## src/rtl/scanline_irq_pkg.sv

```systemverilog
// Package: shared types for the scanline interrupt generator.
// Assumes one CPU write at most per cycle.
package scanline_irq_pkg;
    // Decoded CPU register access
    typedef enum logic [1:0] {
        SIRQ_CMD_NONE = 2'd0,
        SIRQ_CMD_LOAD = 2'd1,
        SIRQ_CMD_ACK  = 2'd2
    } sirq_cmd_t;
endpackage

```

## src/rtl/sirq_bus_decode.sv

```systemverilog
// Module: sirq_bus_decode
// Turns a CPU write into a load or acknowledge command by full address match.
// Assumes cpu_we is a single-cycle strobe. Other addresses give no command.
module sirq_bus_decode
    import scanline_irq_pkg::*;
#(
    parameter int          ADDR_W    = 16,
    parameter logic [15:0] LOAD_ADDR = 16'hE003,
    parameter logic [15:0] ACK_ADDR  = 16'hE002
) (
    input  logic              cpu_we,
    input  logic [ADDR_W-1:0] cpu_addr,
    output sirq_cmd_t         cmd
);
    localparam logic [ADDR_W-1:0] LOAD_MATCH = ADDR_W'(LOAD_ADDR);
    localparam logic [ADDR_W-1:0] ACK_MATCH  = ADDR_W'(ACK_ADDR);

    // Purpose: full-width compare against each register address
    always_comb begin
        cmd = SIRQ_CMD_NONE;
        if (cpu_we) begin
            if (cpu_addr == LOAD_MATCH)
                cmd = SIRQ_CMD_LOAD;
            else if (cpu_addr == ACK_MATCH)
                cmd = SIRQ_CMD_ACK;
        end
    end
endmodule

```

## src/rtl/sirq_line_qualify.sv

```systemverilog
// Module: sirq_line_qualify
// Passes a scanline pulse on as a count tick when the line is visible and
// rendering is on. Assumes line numbers are unsigned and start at zero.
module sirq_line_qualify #(
    parameter int LINE_W       = 9,
    parameter int LAST_VISIBLE = 239
) (
    input  logic              line_pulse,
    input  logic [LINE_W-1:0] line_num,
    input  logic              render_on,
    output logic              tick
);
    localparam logic [LINE_W-1:0] LAST_LINE = LINE_W'(LAST_VISIBLE);

    // Purpose: gate the pulse by the visible range and the render flag
    always_comb begin
        tick = line_pulse && render_on && (line_num <= LAST_LINE);
    end
endmodule

```

## src/rtl/sirq_down_counter.sv

```systemverilog
// Module: sirq_down_counter
// Holds the count and the pending flag. A load or acknowledge command wins
// over a tick in the same cycle. A tick on a zero count does nothing. The
// pending flag sets when a tick takes the count from 1 to 0.
module sirq_down_counter
    import scanline_irq_pkg::*;
#(
    parameter int CNT_W = 8
) (
    input  logic             clk,
    input  logic             rst_n,
    input  sirq_cmd_t        cmd,
    input  logic [CNT_W-1:0] load_val,
    input  logic             tick,
    output logic [CNT_W-1:0] cnt,
    output logic             pending
);
    localparam logic [CNT_W-1:0] ONE = CNT_W'(1);

    // Purpose: count register and pending flag, with CPU commands first
    always_ff @(posedge clk) begin
        if (!rst_n) begin
            cnt     <= '0;
            pending <= 1'b0;
        end else begin
            unique case (cmd)
                SIRQ_CMD_LOAD: cnt <= load_val;
                SIRQ_CMD_ACK:  pending <= 1'b0;
                default: begin
                    if (tick && (cnt != '0)) begin
                        cnt <= cnt - ONE;
                        if (cnt == ONE)
                            pending <= 1'b1;
                    end
                end
            endcase
        end
    end
endmodule

```

## src/rtl/scanline_irq_gen.sv

```systemverilog
// Module: scanline_irq_gen (top)
// Counts visible scanlines down from a CPU-loaded value and holds a level
// IRQ once the count runs out. Assumes all inputs are synchronous to clk.
module scanline_irq_gen
    import scanline_irq_pkg::*;
#(
    parameter int          ADDR_W       = 16,
    parameter int          DATA_W       = 8,
    parameter int          LINE_W       = 9,
    parameter int          LAST_VISIBLE = 239,
    parameter logic [15:0] LOAD_ADDR    = 16'hE003,
    parameter logic [15:0] ACK_ADDR     = 16'hE002
) (
    input  logic              clk,
    input  logic              rst_n,
    input  logic [ADDR_W-1:0] cpu_addr,
    input  logic [DATA_W-1:0] cpu_data,
    input  logic              cpu_we,
    input  logic              line_pulse,
    input  logic [LINE_W-1:0] line_num,
    input  logic              render_on,
    output logic              irq
);
    sirq_cmd_t         cmd;
    logic              tick;
    logic [DATA_W-1:0] cnt_q;
    logic              pending_q;

    sirq_bus_decode #(
        .ADDR_W    (ADDR_W),
        .LOAD_ADDR (LOAD_ADDR),
        .ACK_ADDR  (ACK_ADDR)
    ) u_decode (
        .cpu_we   (cpu_we),
        .cpu_addr (cpu_addr),
        .cmd      (cmd)
    );

    sirq_line_qualify #(
        .LINE_W       (LINE_W),
        .LAST_VISIBLE (LAST_VISIBLE)
    ) u_qualify (
        .line_pulse (line_pulse),
        .line_num   (line_num),
        .render_on  (render_on),
        .tick       (tick)
    );

    sirq_down_counter #(
        .CNT_W (DATA_W)
    ) u_counter (
        .clk      (clk),
        .rst_n    (rst_n),
        .cmd      (cmd),
        .load_val (cpu_data),
        .tick     (tick),
        .cnt      (cnt_q),
        .pending  (pending_q)
    );

    // Purpose: drive the IRQ line straight from the pending register
    always_comb irq = pending_q;
endmodule

```

## config.mk

```make
export PLATFORM = sky130hd
export DESIGN_NAME = scanline_irq_gen
export DESIGN_NICKNAME = d
export VERILOG_FILES = /design/src/rtl/scanline_irq_pkg.sv /design/src/rtl/sirq_bus_decode.sv /design/src/rtl/sirq_line_qualify.sv /design/src/rtl/sirq_down_counter.sv /design/src/rtl/scanline_irq_gen.sv
export SDC_FILE = /design/constraint.sdc
export NUM_CORES = 1
export LEC_CHECK = 0
export CORE_MARGIN = 1.5
export CORE_UTILIZATION = 37
export CTS_CLUSTER_DIAMETER = 60
export CTS_CLUSTER_SIZE = 10
export DETAILED_ROUTE_END_ITERATION = 8
export PLACE_DENSITY_LB_ADDON = 0.1
export SYNTH_ARGS = -nofsm -noshare
export SYNTH_HDL_FRONTEND = slang
export SYNTH_SLANG_ARGS = --single-unit
```

## constraint.sdc

```tcl
create_clock -name clk -period 4.6 [get_ports clk]
set_clock_uncertainty 0.15 [all_clocks]
set_input_delay 0.92 -clock clk [delete_from_list [all_inputs] [get_ports clk]]
set_output_delay 0.92 -clock clk [all_outputs]
set_load 0.03 [all_outputs]
```

==> results.toml <==
[setup_path]
crit_path_cell_trace = "clkdlybuf4s50_1 -> nor4_1 -> and4_1 -> and2_1 -> a211oi_1 -> a311oi_1"
crit_arrival_ps = 2560
startpoint_type = "primary input"
critPathMaxStageDelay_ps = 390
slowest_stage = "clkdlybuf4s50_1"
crit_path_end_kind = "flop"
path_class = "in -> reg"
critical_path.max_fanout = 6
required_ps = 4630

[die]
pin_count = 39
initial_core_util_pct = 39.78
dieWidth_um = 43.25
rows = 14
coreArea_um2 = 1506
die_h_um = 43.25
die-area_um2 = 1870

[yosys]
ys_seq_area_share_pct = 30.06
syn-cell-area_um2 = 599.3
yosys_most_used_dff = "dfxtp_1"
synth_cells = 68
syn_nets = 109
yosysWarnings = 0
postSynthAreaPerCell_um2 = 8.814
synth_edf_count = 0
synth_cell_type_count = 30
ys_seq_elements = 9
synthArstFlopShare_pct = 0

[clocking]
root_buffer = "clkbuf_4"
clk_pin_slew_ps = 60
clock_latency_ps = 270
clock_path_buffers = 2
ctsHoldBuffers = 0
cts.sinks = 9
tritoncts = "done"
cts_setup_buffers = 0
cts_resized = 0
htree_levels = 1
numCtsBuffers = 3

[global_routing]
grtUsageTotal_pct = 19.91
antenna_found_initial = 0
grt-ovfl-total = 0
grt_pass1_wl_um = 2829
grt_pass1_vias = 686
grt_max_degree = 13

[power_and_ir_drop]
combPwrFrac_pct = 19.2
switching_power_uw = 36.09
pwr_density_cell_nw_per_um2 = 179.3
sw_frac_of_total_pct = 20.76
sequentialPowerShare_pct = 44.8
pwr-share-clk_pct = 36.0
p_leak_uw = 0.0003443
p_int_uw = 137.8
irDropWorstVdd_mv = 0.1320
power_uw = 173.9

[flow_run]
maxCapViolCount = 0

[route]
drc = 0
wl_per_cell_um = 14.90
dr.first_iter.drc_count = 29
drt-pass1-iter-count = 4
ant_nets = 0
vias = 690
vias_per_cell = 5.750
routed_wl_um = 1788

[placement]
portBuffers = 34
dpl_worst_slack_ps = 1792
dp_hpwl_um = 1447
gp_congestion = 0.8340

[sta]
setup_viol = 0
worst_slack_ps = 2069
max-slew-margin-rel_pct = 45.22
finalCritPeriodShare_pct = 55.03
fin_tns_setup_ps = 0
rsz0062_at_grt = "no"
drv_slew = 0
period_needed_ps = 2531
max_freq_ghz = 0.3950
timing_hold_violations_final = 0
worstMarginPinSlew_ps = 814.2

[cells_and_area]
layout_common_cells = "clkdlybuf4s50_1, dfxtp_1, o21ai_0"
drive_gt1_share_pct = 8.654
antenna_cells = 0
final_nets = 146
areaGrowthSynthToFinish_pct = 61.80
final_common_cell = "clkdlybuf4s50_1"

[worst_hold_path]
hold_class = "reg -> reg"

[status]
outcome = "complete, no violations"
-- layout make-up --
| class | instances | area (um2) |
|---|---|---|
| Clock buffer | 4 | 26.28 |
| Fill cell | 131 | 536.8 |
| Inverter | 3 | 11.26 |
| Multi-Input combinational cell | 54 | 391.6 |
| Sequential cell | 9 | 180.2 |
| Tap cell | 16 | 20.02 |
| Timing Repair Buffer | 34 | 340.3 |
-- critical path, delay by kind of cell --
| family | cells | cell delay [ps] |
|---|---|---|
| AND/OR/NAND/NOR | 3 | 950 |
| buffers and inverters | 1 | 390 |
| AO/OA/AOI/OAI | 2 | 290 |
-- worst paths after layout --
check,slack (ps),start,depth (start not counted),endpoint
setup reg to reg,2800,u_counter.cnt[0],4,u_counter.cnt[5]
hold / removal,360,u_counter.pending,2,u_counter.pending
hold reg to reg,360,u_counter.pending,2,u_counter.pending
setup / recovery,2070,cpu_addr[3],6,u_counter.cnt[4]
-- flip-flops by register name, summed over array words and instances, names as in the netlist --
name,flops
u_counter.cnt,8
u_counter.pending,1
-- synthesized netlist by cell type (2+ instances only) --
library cell,n,area share [%]
dfxtp_1,9,30
o21ai_0,5,4.2
a21oi_1,4,3.3
a32oi_1,4,5.8
a211oi_1,3,3.8
ha_1,3,6.3
inv_1,3,1.9
nand2_1,3,1.9
nand3_1,3,2.5
nor2_1,3,1.9
nor4_1,3,3.1
o211ai_1,3,3.8
a311oi_1,2,2.9
and2_1,2,2.1
nand4_1,2,2.1
nor3_1,2,1.7
-- metrics by stage --
stage	cell area [um2]	hold WS, ps	std cells	util, %
final	969.7	355.9	120	64.37
after global routing	969.7	376.0	120	64.37
after CTS	969.7	356.6	120	64.37
after detailed placement	943.4	347.7	116	62.62
after global placement	943.4	326.4	116	62.62
after floorplan	599.3	326.0	68	-
-- power groups by stage --
| stage | combinational (uW) | sequential, uW | clock, uW |
|---|---|---|---|
| finish | 33.4 | 78.0 | 62.5 |
| detailed placement | 33.5 | 79.7 | 0 |
| global route | 35.5 | 77.9 | 66.8 |
| global placement | 32.8 | 79.7 | 0 |
| floorplan | 3.78 | 79.7 | 0 |
| CTS | 33.6 | 77.9 | 64.1 |
-- metal layers --
metal	vias to the layer above	share of wire, %	track usage [%]
li1	352	-	-
met1	309	43	23.33
met2	27	48	34.93
met3	2	8.1	6.809
met4	0	0.62	3.636
met5	-	0	0
-- cell families after synthesis --
group                    Yosys count  share of synthesized area [%]
AO/OA/AOI/OAI                     24                          27.97
adder cells (fa/ha/maj)            3                          6.264
buffers and inverters              5                          4.592
flip-flops                         9                          30.06
multiplexers                       1                          1.879
AND/OR/NAND/NOR                   26                          29.23
Note: power is estimated with default switching activity, not from simulation.
